==> config.mk <==
export PLATFORM = sky130hd
export DESIGN_NAME = acc_matherr_det
export DESIGN_NICKNAME = d
export VERILOG_FILES = /design/src/rtl/matherr_pkg.sv /design/src/rtl/mx_ovf_detect.sv /design/src/rtl/mx_range_check.sv /design/src/rtl/mx_cause_reg.sv /design/src/rtl/acc_matherr_det.sv
export SDC_FILE = /design/constraint.sdc
export NUM_CORES = 1
export LEC_CHECK = 0
export ABC_AREA = 1
export ABC_CLOCK_PERIOD_IN_PS = 900
export BUFFER_PORTS_ARGS = -buffer_cell sky130_fd_sc_hd__buf_2
export CORE_UTILIZATION = 23
export CTS_CLUSTER_SIZE = 16
export DETAILED_ROUTE_END_ITERATION = 8
export GPL_TIMING_DRIVEN = 0
export MAX_ROUTING_LAYER = met4
export PLACE_DENSITY = 0.86
export SKIP_LAST_GASP = 1
export SYNTH_ARGS = -nofsm -noshare
export SYNTH_HDL_FRONTEND = slang
export SYNTH_HIERARCHICAL = 1
export SYNTH_SLANG_ARGS = --single-unit
==> constraint.sdc <==
create_clock -name clk -period 0.9 [get_ports clk]
set_clock_uncertainty 0.15 [all_clocks]
set_input_delay 0.09 -clock clk [delete_from_list [all_inputs] [get_ports clk]]
set_output_delay 0.09 -clock clk [all_outputs]
set_load 0.05 [all_outputs]
==> src/rtl/matherr_pkg.sv <==
package matherr_pkg;
  localparam logic [3:0] MATH_TRAP_LEVEL = 4'd11;

  typedef struct packed {
    logic acc_b;
    logic shift_err;
    logic ovf39;
    logic ovf31;
    logic div0;
  } cause_t;
endpackage

==> src/rtl/mx_ovf_detect.sv <==
module mx_ovf_detect #(
  parameter int ACC_W  = 40,
  parameter int WIN_LO = 31
) (
  input  logic             clk,
  input  logic             rst_n,
  input  logic             op_valid,
  input  logic [ACC_W:0]   result_hi_ext,
  input  logic             guard_en,
  input  logic             sat_en,
  input  logic             en_ovf31,
  input  logic             en_ovf39,
  output logic             ovf31_evt,
  output logic             ovf39_evt
);
  localparam int SPAN = ACC_W - WIN_LO;

  function automatic logic window_mixed(input logic [ACC_W:0] v);
    logic [SPAN-1:0] win;
    win = v[ACC_W-1:WIN_LO];
    return !((win == '0) || (win == '1));
  endfunction

  function automatic logic carry_past_top(input logic [ACC_W:0] v);
    return v[ACC_W] ^ v[ACC_W-1];
  endfunction

  logic mixed_win;
  logic top_carry;

  assign mixed_win = window_mixed(result_hi_ext);
  assign top_carry = carry_past_top(result_hi_ext);

  assign ovf31_evt = op_valid && en_ovf31 && !guard_en && mixed_win;
  assign ovf39_evt = op_valid && en_ovf39 && !sat_en && top_carry;

  assert_guard_masks_R3: assert property (@(posedge clk) disable iff (!rst_n)
    guard_en |-> !ovf31_evt);
  assert_sat_masks_R4: assert property (@(posedge clk) disable iff (!rst_n)
    sat_en |-> !ovf39_evt);
  assert_idle_quiet_R9: assert property (@(posedge clk) disable iff (!rst_n)
    !op_valid |-> !(ovf31_evt || ovf39_evt));
endmodule

==> src/rtl/mx_range_check.sv <==
module mx_range_check #(
  parameter int DIV_W  = 16,
  parameter int SH_W   = 6,
  parameter int SH_MAX = 16
) (
  input  logic             clk,
  input  logic             rst_n,
  input  logic             div_start,
  input  logic [DIV_W-1:0] divisor,
  input  logic             shift_stb,
  input  logic [SH_W-1:0]  shift_amt,
  output logic             div0_evt,
  output logic             shift_evt,
  output logic             div_abort
);
  function automatic logic shift_too_far(input logic [SH_W-1:0] a);
    int s;
    s = int'($signed(a));
    return (s > SH_MAX) || (s < -SH_MAX);
  endfunction

  assign div0_evt  = div_start && (divisor == '0);
  assign shift_evt = shift_stb && shift_too_far(shift_amt);

  always_ff @(posedge clk) begin
    if (!rst_n) div_abort <= 1'b0;
    else        div_abort <= div0_evt;
  end

  assert_div_abort_R2: assert property (@(posedge clk) disable iff (!rst_n)
    (div_start && divisor == '0) |=> div_abort);
  assert_no_abort_R2: assert property (@(posedge clk) disable iff (!rst_n)
    !div_start |=> !div_abort);
  assert_shift_edge_R5: assert property (@(posedge clk) disable iff (!rst_n)
    (shift_stb && ($signed(shift_amt) == SH_MAX || $signed(shift_amt) == -SH_MAX))
      |-> !shift_evt);
endmodule

==> src/rtl/mx_cause_reg.sv <==
module mx_cause_reg
  import matherr_pkg::*;
(
  input  logic   clk,
  input  logic   rst_n,
  input  logic   clr,
  input  logic   div0_evt,
  input  logic   ovf31_evt,
  input  logic   ovf39_evt,
  input  logic   shift_evt,
  input  logic   acc_sel,
  output cause_t cause_q
);
  cause_t cause_d;
  logic   any_ovf;

  assign any_ovf = ovf31_evt || ovf39_evt;

  always_comb begin
    cause_d = clr ? '0 : cause_q;
    cause_d.div0      = cause_d.div0      | div0_evt;
    cause_d.ovf31     = cause_d.ovf31     | ovf31_evt;
    cause_d.ovf39     = cause_d.ovf39     | ovf39_evt;
    cause_d.shift_err = cause_d.shift_err | shift_evt;
    if (any_ovf) cause_d.acc_b = acc_sel;
  end

  always_ff @(posedge clk) begin
    if (!rst_n) cause_q <= '0;
    else        cause_q <= cause_d;
  end

  assert_sticky_R7: assert property (@(posedge clk) disable iff (!rst_n)
    !clr |=> ((cause_q[3:0] & $past(cause_q[3:0])) == $past(cause_q[3:0])));
  assert_acc_hold_R8: assert property (@(posedge clk) disable iff (!rst_n)
    (!clr && !any_ovf) |=> $stable(cause_q.acc_b));
endmodule

==> src/rtl/acc_matherr_det.sv <==
module acc_matherr_det
  import matherr_pkg::*;
#(
  parameter int ACC_W  = 40,
  parameter int WIN_LO = 31,
  parameter int DIV_W  = 16,
  parameter int SH_W   = 6,
  parameter int SH_MAX = 16
) (
  input  logic             clk,
  input  logic             rst_n,
  input  logic             op_valid,
  input  logic             acc_sel,
  input  logic [ACC_W:0]   op_result,
  input  logic             sat_en,
  input  logic             guard_en,
  input  logic             en_ovf31,
  input  logic             en_ovf39,
  input  logic             div_start,
  input  logic [DIV_W-1:0] divisor,
  input  logic             shift_stb,
  input  logic [SH_W-1:0]  shift_amt,
  input  logic             cause_clr,
  output logic             trap_req,
  output logic [3:0]       trap_level,
  output logic             div_abort,
  output logic [4:0]       cause
);
  logic   ovf31_evt, ovf39_evt, div0_evt, shift_evt;
  logic   any_evt;
  cause_t cause_q;

  mx_ovf_detect #(.ACC_W(ACC_W), .WIN_LO(WIN_LO)) u_ovf (
    .clk(clk), .rst_n(rst_n), .op_valid(op_valid), .result_hi_ext(op_result),
    .guard_en(guard_en), .sat_en(sat_en), .en_ovf31(en_ovf31), .en_ovf39(en_ovf39),
    .ovf31_evt(ovf31_evt), .ovf39_evt(ovf39_evt)
  );

  mx_range_check #(.DIV_W(DIV_W), .SH_W(SH_W), .SH_MAX(SH_MAX)) u_rng (
    .clk(clk), .rst_n(rst_n), .div_start(div_start), .divisor(divisor),
    .shift_stb(shift_stb), .shift_amt(shift_amt),
    .div0_evt(div0_evt), .shift_evt(shift_evt), .div_abort(div_abort)
  );

  mx_cause_reg u_cause (
    .clk(clk), .rst_n(rst_n), .clr(cause_clr),
    .div0_evt(div0_evt), .ovf31_evt(ovf31_evt), .ovf39_evt(ovf39_evt),
    .shift_evt(shift_evt), .acc_sel(acc_sel), .cause_q(cause_q)
  );

  assign any_evt = div0_evt || ovf31_evt || ovf39_evt || shift_evt;

  always_ff @(posedge clk) begin
    if (!rst_n) trap_req <= 1'b0;
    else        trap_req <= any_evt;
  end

  assign trap_level = trap_req ? MATH_TRAP_LEVEL : 4'd0;
  assign cause      = cause_q;

  assert_level_R6: assert property (@(posedge clk) disable iff (!rst_n)
    trap_req |-> (trap_level == 4'd11));
  assert_level_idle_R6: assert property (@(posedge clk) disable iff (!rst_n)
    !trap_req |-> (trap_level == 4'd0));
  assert_req_has_cause_R10: assert property (@(posedge clk) disable iff (!rst_n)
    trap_req |-> (|cause[3:0]));
  assert_abort_traps_R2: assert property (@(posedge clk) disable iff (!rst_n)
    div_abort |-> trap_req);
endmodule

## Word level (Yosys, flattened, before mapping)

Cells that the tools add are included.

| word-level totals | value |
|---|---|
| flip-flop bits (word level) | 7 |
| input port bits | 74 |
| output and inout bits | 11 |

| operators by class | value |
|---|---|
| $lt $le $gt $ge | 2 |
| eq/ne operators | 1 |
| mux-type cells | 3 |
| bitwise operators | 5 |
| reductions and logical operators | 20 |

Operator list:

| cell | number |
|---|---|
| $logic_not A16 Y1 | 1 |
| $eq A9 B9 Y1 const B | 1 |
| $logic_not A9 Y1 | 1 |
| $logic_and A1 B1 Y1 | 8 |
| $gt A6 B6 Y1 const B | 1 |
| $logic_or A1 B1 Y1 | 6 |
| $lt A6 B5 Y1 const B | 1 |
| $mux W5 | 1 |
| $mux W4 | 1 |
| $or A1 B1 Y1 | 4 |
| $logic_not A1 Y1 | 3 |
| $reduce_bool A2 Y1 | 1 |
| $mux W1 | 1 |
| $xor A1 B1 Y1 | 1 |

## Depth between registers and ports, before layout

Gate-level depths: netlist of the first run.

| depth | value |
|---|---|
| word-level depth | 7 |
| depth in mapped cells | 9 |
| mapped depth without buffers | 9 |

## Cells and area by module

Netlist of the first run, hierarchy kept.

By module, submodules not included:

| module | instances | cells an instance | area each (µm²) | sequential area each (µm²) |
|---|---|---|---|---|
| mx_cause_reg | 1 | 21 | 171.4 | 100.1 |
| mx_range_check | 1 | 26 | 125.1 | 20.0 |
| mx_ovf_detect | 1 | 23 | 95.1 | 0.0 |
| acc_matherr_det | 1 | 10 | 70.1 | 20.0 |

## Worst setup path after synthesis of the first run

Ideal clock, no wire load.

| path | value |
|---|---|
| path type | register to output |
| from | register trap_req |
| to | output trap_level[0] |
| data arrival time | 0.934 ns |
| data required time | 0.660 ns |
| setup slack | -0.274 ns |
| stages on the path, launching flop included | 2 |
| buffers on the path | 1 |
| path through | dfxtp_1 -> buf_4 |

| on the way | value |
|---|---|
| cells in the longest elaborated chain, start to end | 1 |

Ends and longest elaborated chain:

| what | RTL line | RTL |
|---|---|---|
| start: declaration | acc_matherr_det.sv:24 | `output logic trap_req,` |
| start signal: assignment | acc_matherr_det.sv:55 | `else trap_req <= any_evt;` |
| $mux W4 | acc_matherr_det.sv:58 | `assign trap_level = trap_req ? MATH_TRAP_LEVEL : 4'd0;` |
| end: declaration | acc_matherr_det.sv:25 | `output logic [3:0] trap_level,` |

No other way between the ends.

## Final worst setup path of the first run

Ends and elaborated chain as after synthesis.

==> flow_summary.toml, run 1 <==
[run_status]
run_status = "finished, violations left"
violations = "hold timing, setup timing"

[route]
wl_per_cell_um = 8.48
drt_iter0_markers = 8
antenna_left = 0
drt-total-wl_um = 1390
first_pass_iters = 4
drc = 0
avgViaCountPerCell = 4.10
vias = 672

[clock_network]
htree_levels = 1
cts_tree = "built"
clockBufferDepth = 2
ctsRootBufferMaster = "clkbuf_4"
cts_sinks = 7
insertion_delay_ns = 0.24
cts-buffers-inserted = 3
clk_pin_slew_ns = 0.05

[hold_path]
hold_start = "rst_n"
hold_depth = 3
hold_end = "trap_req"
min_path_type = "primary input to register"

[sta]
setup_viol = 10
fin_ws_ns = -0.197
rsz0062_at_grt = "yes"
post-route-period-util = 1.22
hold-worst-slack_ns = -0.0720
hold_viol = 7
fmax_mhz = 912
final_max_slew_viol_count = 0
min_period_ns = 1.10

[synthesis]
synth_top_cell_area_share = 0.304
ys_warn_count = 6
seq_area_frac_synth = 0.304
synth.top_cells.by_count = "29 x nor2_1, 16 x nand2_1, 7 x dfxtp_1, 7 x inv_1, 5 x a21oi_1"
postSynthCellCount = 80
synth_edf_count = 0
synth-seq-cells = 7
synthMostInstantiatedCell = "nor2_1"
synth_nets = 154
synth_area_leader_cell = "dfxtp_1"
async_flop_share = 0
avgSynthCellArea_um2 = 5.77
yosys-top-cells-area = "dfxtp_1 30%, nor2_1 24%, nand2_1 13%, buf_4 6.5%, inv_1 5.7%"
synth.distinct_cells = 16
syn_area_um2 = 462
synthFlopType = "dfxtp_1"

[global_route]
grt_pass1_wl_um = 2150
grt_max_degree = 6
antenna_found_initial = 0
grt_overflow = 0
grt_usage = 0.147
grt_pass1_vias = 580

[critical_path]
path_cells = "buf_6 > buf_8"
startpoint_type = "register"
crit_slowest_cell = "dfxtp_4"
cp_max_fo = 4
rrSetupSlack_ns = 0.03
r2r-start = "u_cause/cause_q[4]"
required_ns = 0.66
critPathKind = "register to output pin"
reg2reg_depth = 5
worst_setup_path_end_kind = "output pin"
crit_path_max_incr_delay_ns = 0.36
reg2reg_to = "u_cause/cause_q[4]"
cp.arrival_ns = 0.86

[place]
hpwlAfterDp_um = 1170
gp_congestion = 0.706
placed_cell_area_um2 = 771
portBuffers = 52

[power]
vdd_drop_max_uv = 594
cellLeakagePower_nw = 0.503
power_frac_comb = 0.369
p_sw_frac = 0.309
totalPowerFinal_w = 0.000968
pwr-share-seq = 0.345
power_frac_clock = 0.286
intPower_w = 0.000669
power.density_nw_per_um2 = 1020
switchingPower_w = 0.000299

[cells_and_area]
nets = 214
diodes = 0
final_area_um2 = 948
final_layout_size_suffix_gt1_frac = 0.532
area_delta_synth_final_pct = 105

[floorplan]
initial_core_util = 0.256
core-area_um2 = 1800
dieArea_um2 = 2190
fp-row-count = 15
die_w_um = 46.8
fp.dieH_um = 46.8
pin_count = 85

[flow_run]
drv_cap = 0
[power by group through the flow]
| stage | sequential (W) | combinational (W) | clock [W] |
|---|---|---|---|
| finish | 0.000334 | 0.000357 | 0.000277 |
| detailed placement | 0.000334 | 0.000293 | 0 |
| global route | 0.000336 | 0.000387 | 0.000320 |
| global placement | 0.000334 | 0.000286 | 0 |
| floorplan | 0.000375 | 0.000128 | 0 |
| CTS | 0.000332 | 0.000347 | 0.000296 |
[how the worst max path moves through the flow]
| stage | from | to | slack [ns] |
|---|---|---|---|
| 2_1_floorplan | divisor[1] | trap_req | 0.002 |
| 3_3_place_gp | op_result[39] | u_cause/cause_q[4] | -0.19 |
| 3_5_place_dp | op_result[39] | u_cause/cause_q[4] | -0.23 |
| 4_1_cts | trap_req | trap_level[1] | -0.21 |
| 5_1_grt | trap_req | trap_level[0] | -0.23 |
| 6_report | trap_req | trap_level[0] | -0.20 |
[layer usage]
| metal | wire (µm) | share of wire | global-route usage |
|---|---|---|---|
| met4 | 14 | 0.010 | 0.0514 |
| met1 | 494 | 0.36 | 0.128 |
| met2 | 763 | 0.55 | 0.281 |
| met5 | 0 | 0 | - |
| met3 | 119 | 0.086 | 0.0577 |
[sequential cells by signal (all words and copies together) (netlist names)]
name             count
u_rng/div_abort      1
trap_req             1
u_cause/cause_q      5
[repair_timing]
action / 4_1_cts / 5_1_grt
setup buffers: 1 / 0
gates resized for setup: 28 / 10
endpoints found under the hold margin: 5 / 7
setup endpoints to repair: 10 / 17
hold buffers: 2 / 1
pin swaps: 0 / 5
[kinds of logic (layout without fill, tap and decap cells)]
| family | Yosys count | count (layout) | share of synthesized area |
|---|---|---|---|
| simple gates | 53 | 53 | 0.466 |
| buf+inv | 12 | 71 | 0.133 |
| flops | 7 | 7 | 0.304 |
| compound gates | 6 | 6 | 0.0705 |
| other cells | 1 | 1 | 0.00812 |
| xor+xnor | 1 | 1 | 0.0190 |
[critical path, delay by kind of cell (launching register included)]
kind / cells / cell delay (ns)
buffers and inverters: 2 / 0.25
flip-flops: 1 / 0.36
[per-stage QoR]
stage / setup WS (ns) / setup TNS (ns) / std cells / util
4_1_cts: -0.209 / -1.54 / 164 / 0.508
3_3_place_gp: -0.194 / -0.613 / 157 / 0.428
5_1_grt: -0.232 / -1.53 / 164 / 0.526
3_5_place_dp: -0.235 / -0.807 / 157 / 0.428
6_report: -0.197 / -1.15 / 164 / 0.526
2_1_floorplan: 0.00232 / 0 / 80 / -
[layout make-up]
| type | instances | area [µm²] |
|---|---|---|
| Multi-Input combinational cell | 61 | 280 |
| Tap cell | 25 | 31.3 |
| Fill cell | 190 | 853 |
| Clock buffer | 4 | 26.3 |
| Timing Repair Buffer | 55 | 384 |
| Sequential cell | 7 | 154 |
| Buffer | 4 | 41.3 |
| Inverter | 8 | 31.3 |
[layout by cell type, fill, tap and decap left out, drive strengths merged, types with 2 or more instances in the layout]
master       count
a21oi            5
buf             57
clkbuf           4
dfxtp            7
dlygate4sd3      2
inv              7
nand2           17
nand3            3
nor2            30
(Power assumes the default switching activity.)
==> run 2: changes to the inputs <==
--- a/config.mk
+++ b/config.mk
@@ -8,14 +8,14 @@
 export ABC_AREA = 1
 export ABC_CLOCK_PERIOD_IN_PS = 900
 export BUFFER_PORTS_ARGS = -buffer_cell sky130_fd_sc_hd__buf_2
+export CORE_MARGIN = 1.5
 export CORE_UTILIZATION = 23
 export CTS_CLUSTER_SIZE = 16
 export DETAILED_ROUTE_END_ITERATION = 8
 export GPL_TIMING_DRIVEN = 0
 export MAX_ROUTING_LAYER = met4
-export PLACE_DENSITY = 0.86
+export PLACE_DENSITY = 0.85
 export SKIP_LAST_GASP = 1
 export SYNTH_ARGS = -nofsm -noshare
 export SYNTH_HDL_FRONTEND = slang
-export SYNTH_HIERARCHICAL = 1
 export SYNTH_SLANG_ARGS = --single-unit
==> run 2 against run 1 <==
The flow still finishes with violations (hold timing, setup timing). Flip-flop and latch count did not move. Setup slack got worse by 0.0093 ns. Hold slack got worse by 0.018 ns. Combinational power fell by 4%. Final cell count rose by 0.61%. Routed wire length fell by 1.4%. Register-to-register slack improved by 0.04 ns. First-iteration DRC count rose by 38%. Power fell by 0.80%. Via count rose by 4.3%. Synthesized area rose by 3.8%. Non-clock buffer count fell by 3. Highest routed layer is now met3.
==> flow_summary.toml, run 2 <==
[sta]
rsz0062_at_grt = "yes"
post-route-period-util = 1.23
setup_viol = 10
min_period_ns = 1.11
hold_viol = 5
fin_ws_ns = -0.206
fmax_mhz = 904
hold-worst-slack_ns = -0.0901
final_max_slew_viol_count = 0

[clock_network]
clockBufferDepth = 2
htree_levels = 1
cts_sinks = 7
cts-buffers-inserted = 3
clk_pin_slew_ns = 0.06
cts_setup_buffers = 0
cts_tree = "built"
ctsRootBufferMaster = "clkbuf_4"
insertion_delay_ns = 0.25

[cells_and_area]
nFillCells = 222
nets = 213
final_util = 0.472
area_delta_synth_final_pct = 93.2
largest_register_ffs = 5
top_regs = "u_cause.cause_q: 5 flops, trap_req: 1 flops, u_rng.div_abort: 1 flops"
regArea_um2 = 154
diodes = 0
final_common_cell = "buf_2"
top_register = "u_cause.cause_q"
final_cell_mix = "42 x buf_2, 25 x nand2_1, 18 x nor2_1"
multiInputGateArea_um2 = 287
final_layout_size_suffix_gt1_frac = 0.514

[critical_path]
path_cells = "buf_6 > buf_8"
startpoint_type = "register"
crit_family = "flip-flops"
r2r-start = "u_cause.cause_q[4]"
reg2reg_to = "u_cause.cause_q[4]"
crit_path_max_incr_delay_ns = 0.36
required_ns = 0.66
critPathKind = "register to output pin"
worst_setup_path_end_kind = "output pin"
reg2reg_depth = 4
crit_slowest_cell = "dfxtp_4"
cp_max_fo = 4
rrSetupSlack_ns = 0.07
critPathBufInv = 2
cp.arrival_ns = 0.87
cp.depth = 2

[synthesis]
synth.top_cells.by_count = "25 x nand2_1, 19 x nor2_1, 8 x inv_1"
syn_area_um2 = 479
synth_top_cell_area_share = 0.292
avgSynthCellArea_um2 = 5.84
synth_area_leader_cell = "dfxtp_1"
synth_edf_count = 0
postSynthCellCount = 82
synth_nets = 156
async_flop_share = 0
yosys-top-cells-area = "dfxtp_1 29%, nand2_1 20%, nor2_1 15%, buf_4 6.3%, inv_1 6.3%"
synthMostInstantiatedCell = "nand2_1"
synthFlopType = "dfxtp_1"
ys_warn_count = 0
synth.distinct_cells = 15
synth-seq-cells = 7
seq_area_frac_synth = 0.292

[place]
gp_congestion = 0.765
hpwlAfterDp_um = 1130
pre_cts_slack_ns = -0.226
portBuffers = 52

[route]
vias = 701
drc = 0
drt_iter0_markers = 11
drt-total-wl_um = 1370
antenna_left = 0
first_pass_iters = 4
avgViaCountPerCell = 4.25
wl_per_cell_um = 8.31

[floorplan]
pin_count = 85
die_w_um = 48.6
fp-row-count = 16
initial_core_util = 0.244
fp.dieH_um = 48.6
core-area_um2 = 1960
dieArea_um2 = 2370

[flow_run]
drv_cap = 0

[global_route]
grt_usage = 0.125
grt_max_degree = 7
antenna_found_initial = 0
grt_pass1_wl_um = 2320
grt_overflow = 0
grt_pass1_vias = 625

[hold_path]
hold_depth = 3
hold_start = "acc_sel"
min_path_type = "primary input to register"
hold_end = "u_cause.cause_q[4]"

[power]
vdd_drop_max_uv = 471
cellLeakagePower_nw = 0.501
power.density_nw_per_um2 = 1040
totalPowerFinal_w = 0.000960

[run_status]
run_status = "finished, violations left"
violations = "hold timing, setup timing"
-- run 2: how the worst max path moves through the flow --
| stage | start | endpoint | slack, ns |
|---|---|---|---|
| 2_1_floorplan | op_result[32] | trap_req | -0.03 |
| 3_5_place_dp | divisor[9] | trap_req | -0.23 |
| 5_1_grt | trap_req | trap_level[3] | -0.23 |
| 6_report | trap_req | trap_level[0] | -0.21 |
| 4_1_cts | trap_req | trap_level[1] | -0.21 |
| 3_3_place_gp | divisor[9] | trap_req | -0.22 |
-- run 2: where the power goes --
group | switching, W | internal (W) | total, W | leakage (nW)
combinational | 0.000176 | 0.000165 | 0.000342 | 0.423
sequential | 0.0000124 | 0.000321 | 0.000333 | 0.0607
clock | 0.000123 | 0.000163 | 0.000285 | 0.0177
-- run 2: layer usage --
layer | vias to the layer above | share of wire | track usage
met4 | 0 | 0 | 0.0571
met5 | - | 0 | -
met1 | 298 | 0.40 | 0.127
li1 | 364 | - | -
met2 | 39 | 0.52 | 0.233
met3 | 0 | 0.080 | 0.0185
-- run 2: final cells by class --
| cell class | count | area share |
|---|---|---|
| repair buffers | 52 | 0.381 |
| multi-input cells | 63 | 0.309 |
| flip-flops and latches | 7 | 0.166 |
| plain buffers | 4 | 0.0446 |
| well taps | 27 | 0.0365 |
| inverters | 8 | 0.0324 |
| clock buffers | 3 | 0.0243 |
| clock inverters | 1 | 0.00541 |
-- run 2: tightest hold or removal path, cell delays in order --
cell     delay (ns)
buf_2          0.08
a21oi_1        0.03
nor2_1         0.08
-- run 2: logic make-up (layout without fill, tap and decap cells) --
| kind of cell | Yosys count | in the layout | synth area share |
|---|---|---|---|
| AND/OR/NAND/NOR | 56 | 56 | 0.504 |
| flip-flops | 7 | 7 | 0.292 |
| buffers and inverters | 12 | 68 | 0.125 |
| AO/OA/AOI/OAI | 5 | 5 | 0.0522 |
| other | 1 | 1 | 0.00783 |
| XOR/XNOR | 1 | 1 | 0.0183 |
-- run 2: timing repair --
| item | in CTS | in global routing |
|---|---|---|
| pin swaps | 0 | 0 |
| resized for setup | 29 | 5 |
| endpoints found under the hold margin | 5 | 2 |
| gates cloned | 0 | 0 |
| endpoints found under the setup margin | 10 | 13 |
-- run 2: through the flow --
| stage | cells | TNS (ns) | instance area (µm²) |
|---|---|---|---|
| after floorplan | 82 | -0.0483 | 492 |
| after global placement | 161 | -0.715 | 786 |
| after detailed placement | 161 | -0.782 | 786 |
| after CTS | 165 | -1.26 | 907 |
| after global routing | 165 | -1.53 | 926 |
| final | 165 | -1.25 | 926 |
